[config.mk]
export PLATFORM = sky130hd
export DESIGN_NAME = seqpf_tlb
export DESIGN_NICKNAME = d
export VERILOG_FILES = /design/src/rtl/seqpf_pkg.sv /design/src/rtl/seqpf_store.sv /design/src/rtl/seqpf_gate.sv /design/src/rtl/seqpf_tlb.sv
export SDC_FILE = /design/constraint.sdc
export NUM_CORES = 1
export LEC_CHECK = 0
export CAP_MARGIN = 0
export CELL_PAD_IN_SITES_DETAIL_PLACEMENT = 0
export CELL_PAD_IN_SITES_GLOBAL_PLACEMENT = 1
export CORE_MARGIN = 10
export CORE_UTILIZATION = 50
export CTS_BUF_LIST = sky130_fd_sc_hd__clkbuf_2
export DETAILED_ROUTE_END_ITERATION = 10
export PLACE_DENSITY_LB_ADDON = 0.2
export SYNTH_ARGS = -nofsm -noshare
export SYNTH_HDL_FRONTEND = slang
export SYNTH_SLANG_ARGS = --single-unit
[constraint.sdc]
create_clock -name clk -period 11.9 [get_ports clk]
set_input_delay 1.19 -clock clk [delete_from_list [all_inputs] [get_ports clk]]
set_output_delay 1.19 -clock clk [all_outputs]
set_load 0.1 [all_outputs]
[src/rtl/seqpf_pkg.sv]
package seqpf_pkg;
  // Tag carried on walker requests and responses.
  typedef enum logic {
    REQ_DEMAND = 1'b0,
    REQ_PREF   = 1'b1
  } req_tag_e;
endpackage

[src/rtl/seqpf_store.sv]
// Fully associative translation store with age-based LRU replacement.
// Port a: lookup (optional touch or drop). Port b: presence probe only.
module seqpf_store #(
  parameter int DEPTH = 8,
  parameter int VPN_W = 20,
  parameter int PPN_W = 16
) (
  input  logic             clk,
  input  logic             rst_n,
  input  logic [VPN_W-1:0] a_vpn,
  output logic             a_hit,
  output logic [PPN_W-1:0] a_ppn,
  input  logic             a_touch,
  input  logic             a_drop,
  input  logic [VPN_W-1:0] b_vpn,
  output logic             b_hit,
  input  logic             ins_en,
  input  logic [VPN_W-1:0] ins_vpn,
  input  logic [PPN_W-1:0] ins_ppn
);
  localparam int IW = (DEPTH > 1) ? $clog2(DEPTH) : 1;
  localparam logic [IW-1:0] AGE_MAX = IW'(DEPTH - 1);

  logic [DEPTH-1:0] vld_q, vld_d, a_match, b_match;
  logic [VPN_W-1:0] tag_q [DEPTH];
  logic [PPN_W-1:0] ppn_q [DEPTH];
  logic [IW-1:0]    age_q [DEPTH];
  logic [IW-1:0]    age_d [DEPTH];
  logic [IW-1:0]    a_idx, vic_idx, upd_idx, upd_age;
  logic             upd_en, free_found;

  for (genvar g = 0; g < DEPTH; g++) begin : g_cmp
    assign a_match[g] = vld_q[g] && (tag_q[g] == a_vpn);
    assign b_match[g] = vld_q[g] && (tag_q[g] == b_vpn);
  end

  assign a_hit = |a_match;
  assign b_hit = |b_match;

  always_comb begin
    a_idx = '0;
    a_ppn = '0;
    for (int i = 0; i < DEPTH; i++) begin
      if (a_match[i]) begin
        a_idx = IW'(i);
        a_ppn = ppn_q[i];
      end
    end
  end

  // Victim: lowest free slot, else the oldest entry.
  always_comb begin
    vic_idx    = '0;
    free_found = 1'b0;
    for (int i = 0; i < DEPTH; i++) begin
      if (!vld_q[i] && !free_found) begin
        vic_idx    = IW'(i);
        free_found = 1'b1;
      end
    end
    if (!free_found) begin
      for (int i = 0; i < DEPTH; i++) begin
        if (age_q[i] == AGE_MAX) vic_idx = IW'(i);
      end
    end
  end

  assign upd_en  = ins_en || (a_touch && a_hit);
  assign upd_idx = ins_en ? vic_idx : a_idx;
  assign upd_age = age_q[upd_idx];

  always_comb begin
    vld_d = vld_q;
    if (a_drop) vld_d = vld_d & ~a_match;
    if (ins_en) vld_d[vic_idx] = 1'b1;
    for (int i = 0; i < DEPTH; i++) begin
      age_d[i] = age_q[i];
      if (upd_en) begin
        if (IW'(i) == upd_idx)         age_d[i] = '0;
        else if (age_q[i] < upd_age)   age_d[i] = age_q[i] + 1'b1;
      end
    end
  end

  always_ff @(posedge clk or negedge rst_n) begin
    if (!rst_n) begin
      vld_q <= '0;
      for (int i = 0; i < DEPTH; i++) age_q[i] <= IW'(i);
    end else begin
      vld_q <= vld_d;
      for (int i = 0; i < DEPTH; i++) age_q[i] <= age_d[i];
    end
  end

  always_ff @(posedge clk) begin
    if (ins_en) begin
      tag_q[vic_idx] <= ins_vpn;
      ppn_q[vic_idx] <= ins_ppn;
    end
  end
endmodule

[src/rtl/seqpf_gate.sv]
// Decides whether a prefetch trigger becomes a walker request.
module seqpf_gate #(
  parameter int VPN_W = 20
) (
  input  logic             trig,
  input  logic [VPN_W-1:0] tgt,
  input  logic             in_tlb,
  input  logic             in_pbuf,
  input  logic             pf_busy,
  input  logic             pf_ret,
  input  logic [VPN_W-1:0] pf_vpn,
  output logic             issue
);
  logic slot_free, dup_pf;
  assign slot_free = !pf_busy || pf_ret;
  assign dup_pf    = pf_busy && (pf_vpn == tgt);
  assign issue     = trig && slot_free && !dup_pf && !in_tlb && !in_pbuf;
endmodule

[src/rtl/seqpf_tlb.sv]
module seqpf_tlb #(
  parameter int VPN_W     = 20,
  parameter int PPN_W     = 16,
  parameter int TLB_DEPTH = 8,
  parameter int PB_DEPTH  = 4
) (
  input  logic             clk,
  input  logic             rst_n,
  input  logic             lk_valid,
  input  logic [VPN_W-1:0] lk_vpn,
  output logic             lk_ready,
  output logic             rsp_valid,
  output logic             rsp_hit,
  output logic [PPN_W-1:0] rsp_ppn,
  output logic             wreq_valid,
  output logic             wreq_pref,
  output logic [VPN_W-1:0] wreq_vpn,
  input  logic             wrsp_valid,
  input  logic             wrsp_pref,
  input  logic [PPN_W-1:0] wrsp_ppn
);
  import seqpf_pkg::*;

  // Reset: asserted asynchronously, released on a clock edge.
  logic [1:0] rst_sync_q;
  logic       rst_n_i;
  always_ff @(posedge clk or negedge rst_n) begin
    if (!rst_n) rst_sync_q <= 2'b00;
    else        rst_sync_q <= {rst_sync_q[0], 1'b1};
  end
  assign rst_n_i = rst_sync_q[1];

  // Control state.
  logic             dem_busy_q, dem_busy_d, dem_wait_q, dem_wait_d;
  logic [VPN_W-1:0] dem_vpn_q, dem_vpn_d;
  logic             pf_busy_q, pf_busy_d;
  logic [VPN_W-1:0] pf_vpn_q, pf_vpn_d;
  logic             rsp_valid_d, rsp_hit_d, wreq_valid_d, wreq_pref_d;
  logic [PPN_W-1:0] rsp_ppn_d;
  logic [VPN_W-1:0] wreq_vpn_d;

  // Store interfaces.
  logic             t_hit, p_hit_raw, t_in, p_in;
  logic [PPN_W-1:0] t_ppn, p_ppn;
  logic             t_ins, p_ins;
  logic [VPN_W-1:0] t_ins_vpn;
  logic [PPN_W-1:0] t_ins_ppn;

  logic acc, p_hit, miss, pf_ret, d_ret, direct, wait_pf, via_pf, done;
  logic trig, issue, dreq;
  logic [VPN_W-1:0] done_vpn, tgt;

  assign lk_ready = !dem_busy_q;
  assign acc      = lk_valid && lk_ready;
  assign p_hit    = p_hit_raw && !t_hit;
  assign miss     = acc && !t_hit && !p_hit_raw;
  assign pf_ret   = wrsp_valid && (req_tag_e'(wrsp_pref) == REQ_PREF);
  assign d_ret    = wrsp_valid && (req_tag_e'(wrsp_pref) == REQ_DEMAND);
  assign direct   = miss && pf_busy_q && pf_ret && (pf_vpn_q == lk_vpn);
  assign wait_pf  = miss && pf_busy_q && !pf_ret && (pf_vpn_q == lk_vpn);
  assign via_pf   = pf_ret && dem_wait_q;
  assign done     = d_ret || via_pf || direct;
  assign done_vpn = direct ? lk_vpn : dem_vpn_q;
  assign dreq     = miss && !direct && !wait_pf;

  assign trig = (acc && p_hit) || done;
  assign tgt  = ((acc && p_hit) ? lk_vpn : done_vpn) + 1'b1;

  assign t_ins     = (acc && p_hit) || done;
  assign t_ins_vpn = (acc && p_hit) ? lk_vpn : done_vpn;
  assign t_ins_ppn = (acc && p_hit) ? p_ppn : wrsp_ppn;
  assign p_ins     = pf_ret && !dem_wait_q && !direct;

  seqpf_store #(.DEPTH(TLB_DEPTH), .VPN_W(VPN_W), .PPN_W(PPN_W)) u_tlb (
    .clk(clk), .rst_n(rst_n_i),
    .a_vpn(lk_vpn), .a_hit(t_hit), .a_ppn(t_ppn),
    .a_touch(acc), .a_drop(1'b0),
    .b_vpn(tgt), .b_hit(t_in),
    .ins_en(t_ins), .ins_vpn(t_ins_vpn), .ins_ppn(t_ins_ppn)
  );

  seqpf_store #(.DEPTH(PB_DEPTH), .VPN_W(VPN_W), .PPN_W(PPN_W)) u_pbuf (
    .clk(clk), .rst_n(rst_n_i),
    .a_vpn(lk_vpn), .a_hit(p_hit_raw), .a_ppn(p_ppn),
    .a_touch(1'b0), .a_drop(acc && !t_hit),
    .b_vpn(tgt), .b_hit(p_in),
    .ins_en(p_ins), .ins_vpn(pf_vpn_q), .ins_ppn(wrsp_ppn)
  );

  seqpf_gate #(.VPN_W(VPN_W)) u_gate (
    .trig(trig), .tgt(tgt), .in_tlb(t_in), .in_pbuf(p_in),
    .pf_busy(pf_busy_q), .pf_ret(pf_ret), .pf_vpn(pf_vpn_q), .issue(issue)
  );

  // Next state.
  always_comb begin
    dem_busy_d = dem_busy_q;
    dem_wait_d = dem_wait_q;
    dem_vpn_d  = dem_vpn_q;
    if (miss && !direct) begin
      dem_busy_d = 1'b1;
      dem_wait_d = wait_pf;
      dem_vpn_d  = lk_vpn;
    end
    if (d_ret || via_pf) begin
      dem_busy_d = 1'b0;
      dem_wait_d = 1'b0;
    end

    pf_busy_d = pf_busy_q;
    pf_vpn_d  = pf_vpn_q;
    if (pf_ret) pf_busy_d = 1'b0;
    if (issue) begin
      pf_busy_d = 1'b1;
      pf_vpn_d  = tgt;
    end

    rsp_valid_d  = (acc && (t_hit || p_hit)) || done;
    rsp_hit_d    = !done;
    rsp_ppn_d    = done ? wrsp_ppn : (t_hit ? t_ppn : p_ppn);
    wreq_valid_d = dreq || issue;
    wreq_pref_d  = issue ? REQ_PREF : REQ_DEMAND;
    wreq_vpn_d   = issue ? tgt : lk_vpn;
  end

  // Registers.
  always_ff @(posedge clk or negedge rst_n_i) begin
    if (!rst_n_i) begin
      dem_busy_q <= 1'b0;
      dem_wait_q <= 1'b0;
      dem_vpn_q  <= '0;
      pf_busy_q  <= 1'b0;
      pf_vpn_q   <= '0;
      rsp_valid  <= 1'b0;
      rsp_hit    <= 1'b0;
      rsp_ppn    <= '0;
      wreq_valid <= 1'b0;
      wreq_pref  <= 1'b0;
      wreq_vpn   <= '0;
    end else begin
      dem_busy_q <= dem_busy_d;
      dem_wait_q <= dem_wait_d;
      if (miss) dem_vpn_q <= dem_vpn_d;
      pf_busy_q  <= pf_busy_d;
      if (issue) pf_vpn_q <= pf_vpn_d;
      rsp_valid  <= rsp_valid_d;
      if (rsp_valid_d) begin
        rsp_hit <= rsp_hit_d;
        rsp_ppn <= rsp_ppn_d;
      end
      wreq_valid <= wreq_valid_d;
      if (wreq_valid_d) begin
        wreq_pref <= wreq_pref_d;
        wreq_vpn  <= wreq_vpn_d;
      end
    end
  end
endmodule

Yosys cells after proc, flatten, opt, wreduce, memory -nomap -nowiden
Memory sizes are Yosys's and may differ from the RTL's.
Cells that the tools add are included.
W data, S select, Z words.
{"block": "classes", "add_sub_neg": 13, "order_cmp": 18, "n_eq_ne": 48, "n_mux": 113, "bitwise": 7, "reduce_logical": 131}
{"operator": "$eq A20 B20 Y1", "n": 26}
{"operator": "$mux W16", "n": 15}
{"operator": "$mux W3", "n": 38}
{"operator": "$logic_and A1 B1 Y1", "n": 60}
{"operator": "$mux W20", "n": 3}
{"operator": "$mux W2", "n": 22}
{"operator": "$logic_not A1 Y1", "n": 30}
{"operator": "$mux W1", "n": 29}
{"operator": "$reduce_bool A2 Y1", "n": 14}
{"operator": "$reduce_and A2 Y1", "n": 13}
{"operator": "$add A3 B1 Y3 const B", "n": 8}
{"operator": "$eq A3 B3 Y1 const B", "n": 8}
{"operator": "$lt A3 B3 Y1", "n": 8}
{"operator": "$add A20 B1 Y20 const B", "n": 1}
{"operator": "$reduce_or A8 Y1", "n": 2}
{"operator": "$eq A3 B3 Y1 const A", "n": 4}
{"operator": "$bmux W3 S3", "n": 1}
{"operator": "$add A2 B1 Y2 const B", "n": 4}
{"operator": "$eq A2 B2 Y1 const B", "n": 4}
{"operator": "$logic_or A1 B1 Y1", "n": 8}
{"operator": "$lt A2 B2 Y1", "n": 4}
{"operator": "$mux W4", "n": 2}
{"operator": "$or A8 B8 Y8", "n": 1}
{"operator": "$reduce_or A4 Y1", "n": 2}
{"operator": "21 further kinds", "n": 23}
{"block": "word_totals", "register_bits": 129, "ram_bits": 432, "input_bits": 41, "output_inout_bits": 41, "word_cells": 360, "n_memories": 4}
{"memory": "u_tlb.tag_q", "words": 8, "word_bits": 20, "read_ports": 8, "rd_clocked_by_memory_dff": 0, "wr": 1, "line_no": "seqpf_store.sv:25", "text": "logic [VPN_W-1:0] tag_q [DEPTH];"}
{"memory": "u_tlb.ppn_q", "words": 8, "word_bits": 16, "read_ports": 8, "rd_clocked_by_memory_dff": 0, "wr": 1, "line_no": "seqpf_store.sv:26", "text": "logic [PPN_W-1:0] ppn_q [DEPTH];"}
{"memory": "u_pbuf.tag_q", "words": 4, "word_bits": 20, "read_ports": 4, "rd_clocked_by_memory_dff": 0, "wr": 1, "line_no": "seqpf_store.sv:25"}
{"memory": "u_pbuf.ppn_q", "words": 4, "word_bits": 16, "read_ports": 4, "rd_clocked_by_memory_dff": 0, "wr": 1, "line_no": "seqpf_store.sv:26"}

Longest topological paths before layout
Gate-level depths: netlist of the first run.
{"block": "depth", "depth_word": 38, "ltp_mapped": 34, "ltp_nobuf": 25}

By module
Synthesis of the first run repeated with hierarchy kept, for this count alone.
{"block": "unflattened", "cells_unflattened": 2480, "area_unflattened_um2": 29408.2}
{"module": "seqpf_store at u_tlb", "instances": 1, "cells_per_inst": 1296, "area_each_um2": 16294.4, "seq_area_each_um2": 9464.1}
{"module": "seqpf_store at u_pbuf", "instances": 1, "cells_per_inst": 615, "area_each_um2": 7713.6, "seq_area_each_um2": 4629.4}
{"module": "seqpf_tlb", "instances": 1, "cells_per_inst": 538, "area_each_um2": 5148.7, "seq_area_each_um2": 2127.0}
{"module": "seqpf_gate", "instances": 1, "cells_per_inst": 31, "area_each_um2": 251.5, "seq_area_each_um2": 0.0}

Worst setup path before layout of the first run
Ideal clock, no wire load.
{"block": "synth_timing", "path_kind": "in2reg", "start": "input port lk_vpn[17]", "end": "register pf_vpn_q[0]", "setup_ns": 0.125, "arrival_time_ns": 7.734, "setup_slack_ns": 4.040, "path_stages": 31, "cell_sequence": "buf_6 xor2_1 or4b_1 or4_1 nor3b_2 nand4b_1 and4_1 buf_4 buf_2 buf_2 buf_1 nand2_1 nand2_1 ha_1 clkbuf_1 nand3_1 nor3_1 and2_1 xnor2_1 nor2_1 o2111ai_1 o211ai_1 buf_2 xnor2_1 nor4_1 nand3_1 a2111oi_0 nor4_2 nand3_2 buf_6 mux2_4"}
{"block": "synth_between", "elab_chain_cells": 18, "word_cells_on_any_way": 76, "cone_classes": "add/sub: 1; eq/ne: 26; mux: 2; reduce/logical: 47"}
{"item": "from (decl)", "line_no": "seqpf_tlb.sv:10", "text": "input logic [VPN_W-1:0] lk_vpn,"}
{"item": "$eq A20 B20 Y1", "line_no": "seqpf_store.sv:33", "text": "assign a_match[g] = vld_q[g] && (tag_q[g] == a_vpn);"}
{"item": "$logic_and A1 B1 Y1", "line_no": "seqpf_store.sv:33"}
{"item": "$reduce_or A8 Y1", "line_no": "seqpf_store.sv:37", "text": "assign a_hit = |a_match;"}
{"item": "$logic_not A1 Y1", "line_no": "seqpf_tlb.sv:55, seqpf_tlb.sv:56"}
{"item": "$logic_and A1 B1 Y1 (2 in series)", "line_no": "seqpf_tlb.sv:56", "text": "assign miss = acc && !t_hit && !p_hit_raw;"}
{"item": "$logic_and A1 B1 Y1 (3 in series)", "line_no": "seqpf_tlb.sv:59", "text": "assign direct = miss && pf_busy_q && pf_ret && (pf_vpn_q == lk_vpn);"}
{"item": "$mux W20", "line_no": "seqpf_tlb.sv:63", "text": "assign done_vpn = direct ? lk_vpn : dem_vpn_q;"}
{"item": "$mux W20 (*)"}
{"item": "net t_ins_vpn[1]", "line_no": "seqpf_tlb.sv:46", "text": "logic [VPN_W-1:0] t_ins_vpn;"}
{"item": "$add A20 B1 Y20 (*)", "line_no": "seqpf_tlb.sv:67", "text": "assign tgt = ((acc && p_hit) ? lk_vpn : done_vpn) + 1'b1;"}
{"item": "$eq A20 B20 Y1, on equally long branches", "line_no": "seqpf_store.sv:34, seqpf_gate.sv:16"}
{"item": "$logic_and A1 B1 Y1, on equally long branches", "line_no": "seqpf_store.sv:34, seqpf_gate.sv:16"}
{"item": "$reduce_or A8 Y1 / $logic_not A1 Y1 (equally long branches)", "line_no": "seqpf_store.sv:38, seqpf_gate.sv:17"}
{"item": "$logic_not A1 Y1 / $logic_and A1 B1 Y1 (equally long branches)", "line_no": "seqpf_gate.sv:17", "text": "assign issue = trig && slot_free && !dup_pf && !in_tlb && !in_pbuf;"}
{"item": "$logic_and A1 B1 Y1", "line_no": "seqpf_gate.sv:17"}
{"item": "$logic_and A1 B1 Y1 (*)", "line_no": "seqpf_gate.sv:17"}
{"item": "to (signal assigned)", "line_no": "seqpf_tlb.sv:145", "text": "if (issue) pf_vpn_q <= pf_vpn_d;"}
{"item": "to (decl)", "line_no": "seqpf_tlb.sv:37", "text": "logic [VPN_W-1:0] pf_vpn_q, pf_vpn_d;"}
The timed path passes the listed nets; every way through them passes the cells marked *.
A chain may end at the register's enable or synchronous reset.

Final worst setup path of the first run
{"block": "layout_timing", "start": "input port lk_vpn[7]", "end": "register wreq_vpn[1]"}
{"block": "layout_between", "elab_chain_cells": 19, "word_cells_on_any_way": 84, "cone_classes": "add/sub: 1; eq/ne: 26; mux: 3; reduce/logical: 54"}
{"item": "$eq A20 B20 Y1", "line_no": "seqpf_store.sv:33"}
{"item": "$logic_and A1 B1 Y1", "line_no": "seqpf_store.sv:33"}
{"item": "$reduce_or A8 Y1", "line_no": "seqpf_store.sv:37"}
{"item": "$logic_not A1 Y1", "line_no": "seqpf_tlb.sv:55, seqpf_tlb.sv:56"}
{"item": "$logic_and A1 B1 Y1 (2 in series)", "line_no": "seqpf_tlb.sv:56"}
{"item": "$logic_and A1 B1 Y1 (3 in series)", "line_no": "seqpf_tlb.sv:59"}
{"item": "$mux W20", "line_no": "seqpf_tlb.sv:63"}
{"item": "$mux W20 (*)"}
{"item": "net t_ins_vpn[1]", "line_no": "seqpf_tlb.sv:46"}
{"item": "$add A20 B1 Y20 (*)", "line_no": "seqpf_tlb.sv:67"}
{"item": "$eq A20 B20 Y1, on equally long branches", "line_no": "seqpf_store.sv:34, seqpf_gate.sv:16"}
{"item": "$logic_and A1 B1 Y1, on equally long branches", "line_no": "seqpf_store.sv:34, seqpf_gate.sv:16"}
{"item": "$reduce_or A8 Y1 / $logic_not A1 Y1 (equally long branches)", "line_no": "seqpf_store.sv:38, seqpf_gate.sv:17"}
{"item": "$logic_not A1 Y1 / $logic_and A1 B1 Y1 (equally long branches)", "line_no": "seqpf_gate.sv:17"}
{"item": "$logic_and A1 B1 Y1 (2 in series)", "line_no": "seqpf_gate.sv:17"}
{"item": "$mux W20 / $logic_or A1 B1 Y1 (equally long branches)", "line_no": "seqpf_tlb.sv:123, seqpf_tlb.sv:121"}
{"item": "to (signal assigned)", "line_no": "seqpf_tlb.sv:154", "text": "wreq_vpn <= wreq_vpn_d;"}
{"item": "to (decl)", "line_no": "seqpf_tlb.sv:17", "text": "output logic [VPN_W-1:0] wreq_vpn,"}
Marks and branches as above.

==> results of run 1 <==
worst reg2reg max path: stages (launching register included):
cell,delay (ns)
edfxtp_1,0.51
xor2_1,0.19
nor4_1,0.53
nand4_1,0.28
nor4_4,0.31
buf_4,0.43
nor4b_4,0.16
and3_4,0.28
nand2_2,0.08
nand2_1,0.05
nand2_1,0.31
ha_1,0.74
nand3_1,0.26
nor3_1,0.24
buf_4,0.20
and2_1,0.19
xnor2_1,0.15
nor2_1,0.06
o2111ai_1,0.10
o211ai_1,0.44
xnor2_1,0.30
nand3_1,0.15
nor4b_1,0.98
nand4_1,0.21
nand4_1,0.27
nor4_2,0.10
nand3_4,0.72
mux2_2,0.48
power by group:
group,switching [mW],internal (mW)
clock,0.869,0.565
sequential,0.472,2.72
combinational,1.94,1.05
total,3.28,4.34
logic make-up (layout without fill, tap and decap cells):
kind of cell,Yosys count,count (layout),share of synthesized area [%]
buf+inv,163,486,2.765
simple gates,710,710,12.05
flops,561,561,53.75
fa+ha+maj,41,41,1.700
mux,169,169,6.708
xor+xnor,525,525,15.60
compound gates,352,352,7.421
other cells,1,7,0.01243
path summary, 6_finish.rpt:
path,startpoint,endpoint,slack [ns],cells past startpoint
worst min-delay path,rst_sync_q[1],pf_vpn_q[13],0.36,0
worst max-delay path,lk_vpn[7],wreq_vpn[1],2.33,28
worst min register to register,rst_sync_q[1],pf_vpn_q[13],0.36,0
max in group asynchronous,rst_sync_q[1],rsp_ppn[8],9.93,1
worst max register to register,u_tlb.tag_q[3][4],wreq_vpn[1],3.04,27
min in group clk,rst_sync_q[0],rst_sync_q[1],0.40,0
final cells by class:
| type | instances | area (sq um) | share of cell area (%) |
|---|---|---|---|
| diodes | 6 | 15.01 | 0.04476 |
| clock buffers | 227 | 1136 | 3.387 |
| clock inverters | 50 | 299.0 | 0.8914 |
| inverters | 33 | 123.9 | 0.3692 |
| multi-input cells | 1798 | 13240 | 39.48 |
| flip-flops and latches | 561 | 16220 | 48.36 |
| well taps | 782 | 978.4 | 2.917 |
| repair buffers | 176 | 1526 | 4.550 |
registers in the layout (all words and copies together) (netlist names), 2 cells and up:
register      cells
rst_sync_q        2
u_tlb.age_q      24
u_tlb.tag_q     160
pf_vpn_q         20
u_tlb.vld_q       8
dem_vpn_q        20
u_tlb.ppn_q     128
wreq_vpn         20
u_pbuf.age_q      8
u_pbuf.vld_q      4
rsp_ppn          16
u_pbuf.ppn_q     64
u_pbuf.tag_q     80
routing by layer:
layer  part of all wire [%]  track usage (%)
met1                     41            40.17
met2                     45            46.26
met3                    9.9            6.778
met4                    3.6            12.31
met5                  0.064                0
cell usage in the layout (no fill, tap or decap), drive strengths merged, types with 7 or more instances in the layout:
| master | instances |
|---|---|
| nor4b | 7 |
| a22o | 15 |
| and3 | 28 |
| mux2i | 50 |
| o22ai | 15 |
| clkinv | 37 |
| dfstp | 16 |
| a2111oi | 7 |
| o21ai | 97 |
| nand3 | 69 |
| ha | 41 |
| inv | 40 |
| nor3b | 13 |
| nor4 | 54 |
| o211ai | 23 |
| a21o | 8 |
| xor2 | 195 |
| and2 | 13 |
| clkbuf | 227 |
| nor3 | 35 |
| buf | 94 |
| nand2 | 234 |
| mux2 | 117 |
| a21oi | 77 |
| nor2 | 122 |
| a31oi | 34 |
| a22oi | 15 |
| nor2b | 8 |
| and4 | 13 |
| edfxtp | 432 |
| or2 | 12 |
| nand4 | 80 |
| xnor2 | 322 |
| a211o | 15 |
| xnor3 | 8 |
| o2111ai | 11 |
| dfrtp | 113 |
| o21a | 8 |
| clkdlybuf4s50 | 81 |
repair_timing:
action,4_1_cts,5_1_grt
hold buffers,1,0
setup buffers,0,0
hold endpoints to repair,2,0
==> metrics.md, run 1 <==
| Metric | Value |
|---|---|
| Clock Skew | `just under 0.09 ns` |
| Post-Syn Nets | `2,604` |
| # fillers | `slightly above 5,000` |
| Setup slack after placement | `1.291 ns` |
| Dpl cell area | `0.03209 sq mm` |
| Final Max Slew Viols | `0` |
| Design area | `~0.034 sq mm` |
| I/O pins | `82` |
| Worst path required time | `~13 ns` |
| Worst-Margin Slew | `approximately 1.3 ns` |
| Hold Slack | `between 0.3 and 0.4 ns` |
| Sequential area share after synthesis | `between 50% and 60%` |
| Crit path largest cell delay | `1.00 ns` |
| Fin worst setup slack | `between 2 and 2.5 ns` |
| Async set-or-reset flop fraction in the synthesized netlist | `between 20% and 30%` |
| Clk buf depth | `3` |
| Area grow syn2layout | `11.16%` |
| Placed Cells | `approximately 3,300` |
| Largest net degree at the start of global routing | `between 70 and 80` |
| Syn Inst Count | `2,522` |
| Top cell by count, worst path | `nand4_1` |
| Final cell count without fillers | `approximately 3,600` |
| Total power | `roughly 7.6 mW` |
| Most frequent cells after synthesis | `edfxtp_1, xnor2_1, nand2_1` |
| Worst Hold Class | `register to asynchronous set/reset pin` |
| Syn Area/Cell | `11.97 sq um` |
| Residual DRC count | `0` |
| Worst Setup End Kind | `register` |
| Crit path kind | `input pin to register` |
| Via count | `22,182` |
| Core box area | `0.06002 sq mm` |
| Drt total wl | `between 100,000 and 150,000 um` |
| Site row count | `90` |
| Number of flops mapped to enable cells by yosys | `approximately 430` |
| Routed vias/inst | `just over 6` |
| Final setup viols | `0` |
| Tcrit/Tclk final | `between 80% and 90%` |
| FF+latch count, synth | `~560` |
| Clock latency on the worst-skew pair | `~1.4 ns` |
| PwrDens | `between 200 and 250 mW/mm^2` |
| Nets | `roughly 2,800` |
| PostCTS Resize Cnt | `0` |
| CP Max Fanout | `43` |
| First-pass GRT wire length | `approximately 150,000 um` |
| Worst Path Arrival | `10.79 ns` |
| Initial DRC Count | `approximately 2,700` |
| MaxCap Viol Count | `0` |
| Initial Util | `50.28%` |
| Initial antenna violation count | `8` |
| Final min period | `between 9 and 10 ns` |
| Buf/Inv on CP | `3` |
| Syn Std Cell Area | `about 0.03 sq mm` |
| Wire length per cell | `29.20 um` |
| Netlist cell types | `80` |
| Slowest cell on crit path | `clkdlybuf4s50_1` |
| Clk slew on worst S/H paths | `0.09 ns` |
| HPWL after DPL | `roughly 74,000 um` |
| Vias in the first global route | `between 20,000 and 25,000` |
| Slew HR | `between 10% and 20%` |
| Clock tree sinks | `approximately 560` |
| GPL Wtd Cong | `0.9988` |
| GRT Residual Overflow | `0` |
| Static leakage | `12.27 nW` |
| Layout cells sized above 1 | `a little under a fifth` |
| Pre-antenna DRT Iters | `5` |
| Nature of the critical path startpoint | `input pin` |
| Max VDD drop | `between 0.1 and 0.15 mV` |
| Top cells by area, synth | `edfxtp_1, dfrtp_1, xnor2_1` |
| CP delay by family, top | `simple AND/OR/NAND/NOR gates` |
| Die height | `between 200 and 300 um` |
| Top_reg_cell synth | `edfxtp_1` |
| Most numerous cell in the Yosys netlist | `edfxtp_1` |
| CTS root buf | `clkbuf_2` |
| Antenna viol nets, final | `0` |
| Yosys top cell area share | `about 43%` |
| Unrepaired setup endpoints after global routing | `false` |
| Synth area leader | `edfxtp_1` |
| Outcome | `completed` |
| Max Freq | `0.1045 GHz` |
| Final hold violation count | `0` |
| Final setup TNS | `0 ns` |
| Total die area | `slightly above 0.07 sq mm` |
| Warnings from Yosys | `0` |
| CTS buffer count | `~150` |
| CTS H-tree lvls | `4` |
| Layout Utilization | `55.89%` |
| Tot GR Track Use | `29.91%` |
| Port Buffer Count | `a little over 80` |
| CTS tree | `built` |
| Die W | `between 200 and 300 um` |
(Power assumes the default switching activity.)
==> inputs of run 2 (changes only) <==
==> constraint.sdc (replaced) <==
create_clock -name clk -period 9.3 [get_ports clk]
set_input_delay 0.93 -clock clk [delete_from_list [all_inputs] [get_ports clk]]
set_output_delay 0.93 -clock clk [all_outputs]
set_load 0.1 [all_outputs]
==> run 2 against run 1 <==
The run now ends with max-capacitance violations, max-slew violations left. Total power increased by 28%. Via count down 0.32%. Clock skew rose by 0.017 ns. First-iteration DRC count down 18%. Final cell count grew 0.30%. Worst hold slack got worse by 0.11 ns. Non-clock buffer count increased by 14. Clock power grew 29%. Setup slack worse by 0.95 ns.
==> metrics.md, run 2 (same netlist as run 1, synthesis figures left out) <==
| Metric | Value |
|---|---|
| Outcome | `finished with violations` |
| Failing checks | `max-capacitance violations, max-slew violations` |
| Worst Reg-to-Reg Cells | `28` |
| Worst-Margin Slew | `between 1.5 and 2 ns` |
| Worst Setup End Kind | `register` |
| R2r startpoint | `u_tlb.tag_q[6][0]` |
| PostCTS Resize Cnt | `0` |
| Clock latency on the worst-skew pair | `around 1.4 ns` |
| Max VDD drop | `0.1755 mV` |
| Drt total wl | `102,900 um` |
| CTS buffer count | `around 150` |
| Initial antenna violation count | `5` |
| Nets | `2,817` |
| HPWL after DPL | `just over 70,000 um` |
| Clock tree sinks | `~560` |
| I/O pins | `82` |
| Residual DRC count | `0` |
| Worst Path Arrival | `approximately 9.1 ns` |
| Final Max Slew Viols | `9` |
| Largest net degree at the start of global routing | `79` |
| Source of the critical timing path | `lk_vpn[12]` |
| Antenna viol nets, final | `0` |
| Clock Skew | `between 0.1 and 0.15 ns` |
| Die height | `265.7 um` |
| GPL Wtd Cong | `~1` |
| Die W | `265.7 um` |
| Tot GR Track Use | `28.99%` |
| Slowest cell on crit path | `nor3_1` |
| Tcrit/Tclk final | `about 85%` |
| CTS H-tree lvls | `4` |
| Total die area | `between 0.07 and 0.08 sq mm` |
| CP Max Fanout | `20` |
| Nature of the critical path startpoint | `input pin` |
| Final setup TNS | `0 ns` |
| Initial DRC Count | `approximately 2,200` |
| GRT Residual Overflow | `0` |
| Layout cells sized above 1 | `between 10% and 20%` |
| Vias in the first global route | `21,916` |
| Clk slew on worst S/H paths | `between 0.1 and 0.15 ns` |
| Largest reg by FF count | `u_tlb.tag_q` |
| Routed vias/inst | `6.068` |
| Top cell by count, worst path | `buf_4` |
| MaxCap Viol Count | `1` |
| Worst Hold Class | `input pin to register` |
| CP delay by family, top | `simple AND/OR/NAND/NOR gates` |
| Post CTS Setup Buffer Count | `0` |
| CTS tree | `built` |
| Area grow syn2layout | `11.67%` |
| Max Freq | `0.1262 GHz` |
| Wire length per cell | `28.24 um` |
| Final min period | `roughly 7.9 ns` |
| Site row count | `90` |
| Buf/Inv on CP | `8` |
| Unrepaired setup endpoints after global routing | `false` |
| First-pass GRT wire length | `~150,000 um` |
| Static leakage | `between 10 and 15 nW` |
| Final hold violation count | `0` |
| Pre-antenna DRT Iters | `7` |
| Initial Util | `50.28%` |
| Critical path depth | `31` |
| Worst path required time | `~10 ns` |
| RR Endpoint | `wreq_vpn[11]` |
| Port Buffer Count | `81` |
| Max reg flops | `between 150 and 200` |
| Final setup viols | `0` |
| Critical path endpoint | `wreq_vpn[11]` |
| R2R setup slack | `1.54 ns` |
| Clk buf depth | `3` |
| Design area | `0.03370 sq mm` |
| Core box area | `approximately 0.06 sq mm` |
| Top flop regs | `u_tlb.tag_q: 160 flops, u_tlb.ppn_q: 128 flops, u_pbuf.tag_q: 80 flops` |
| Via count | `between 20,000 and 25,000` |
| Total power | `just under 10 mW` |
| CTS root buf | `clkbuf_2` |
| Crit path largest cell delay | `roughly 0.78 ns` |
| PwrDens | `slightly below 300 mW/mm^2` |
| Crit path kind | `input pin to register` |
| Slew HR | `-4.330%` |
| Most frequent cells in the layout | `edfxtp_1, xnor2_1, nand2_1` |
| Dpl cell area | `between 0.03 and 0.04 sq mm` |
| Commonest non-fill, non-tap cell in the layout | `edfxtp_1` |
## run 2: changes by cell type in the layout (fill, tap and decap cells not counted), moves of 2 or more
| cell | before | now |
|---|---|---|
| clkinvlp_4 | 4 | 1 |
| clkinv_1 | 32 | 30 |
| diode_2 | 6 | 4 |
| buf_12 | 0 | 5 |
| buf_4 | 94 | 103 |
## run 2: layer usage
| metal | global-route usage, % | routed length [um] |
|---|---|---|
| met1 | 38.05 | 42220 |
| met2 | 45.02 | 46570 |
| met3 | 7.665 | 10000 |
| met4 | 12.00 | 4059 |
| met5 | 0 | 45 |
## run 2: worst min path at each step
stage	start	to	slack, ns	cells after the start
3_5_place_dp	rst_sync_q[0]	rst_sync_q[1]	0.34	0
3_3_place_gp	rst_sync_q[0]	rst_sync_q[1]	0.34	0
2_1_floorplan	rst_sync_q[0]	rst_sync_q[1]	0.33	0
5_1_grt	rst_n	rst_sync_q[1]	0.19	2
4_1_cts	wrsp_ppn[2]	u_pbuf.ppn_q[3][2]	0.1	1
6_report	wrsp_ppn[2]	u_pbuf.ppn_q[3][2]	0.25	1
## run 2: layout make-up
class | count | area, sq um
diodes | 4 | 10.01
repair buffers | 190 | 1694
inverters | 33 | 123.9
fillers | 5149 | 26320
flip-flops and latches | 561 | 16220
clock buffers | 228 | 1141
well taps | 782 | 978.4
multi-input cells | 1798 | 13240
clock inverters | 48 | 291.5
## run 2: per-stage QoR
step	instances	worst slack [ns]	util, %	hold slack (ns)
2_1_floorplan	2522	1.700	-	0.3312
3_3_place_gp	3363	0.3844	53.73	0.3380
3_5_place_dp	3363	0.4160	53.73	0.3410
4_1_cts	3640	1.750	56.14	0.09967
5_1_grt	3644	1.147	56.15	0.1851
6_report	3644	1.375	56.15	0.2549
## run 2: where the power goes
group          switching, mW  internal (mW)  total (mW)
logic                   2.45           1.36        3.81
registers              0.592           3.49        4.08
clock network           1.11          0.727        1.84
total                   4.15           5.58        9.72
## run 2: what timing repair did
item	4_1_cts	5_1_grt
hold endpoints to repair	2	0
hold buffers	1	0
setup endpoints to repair	0	0
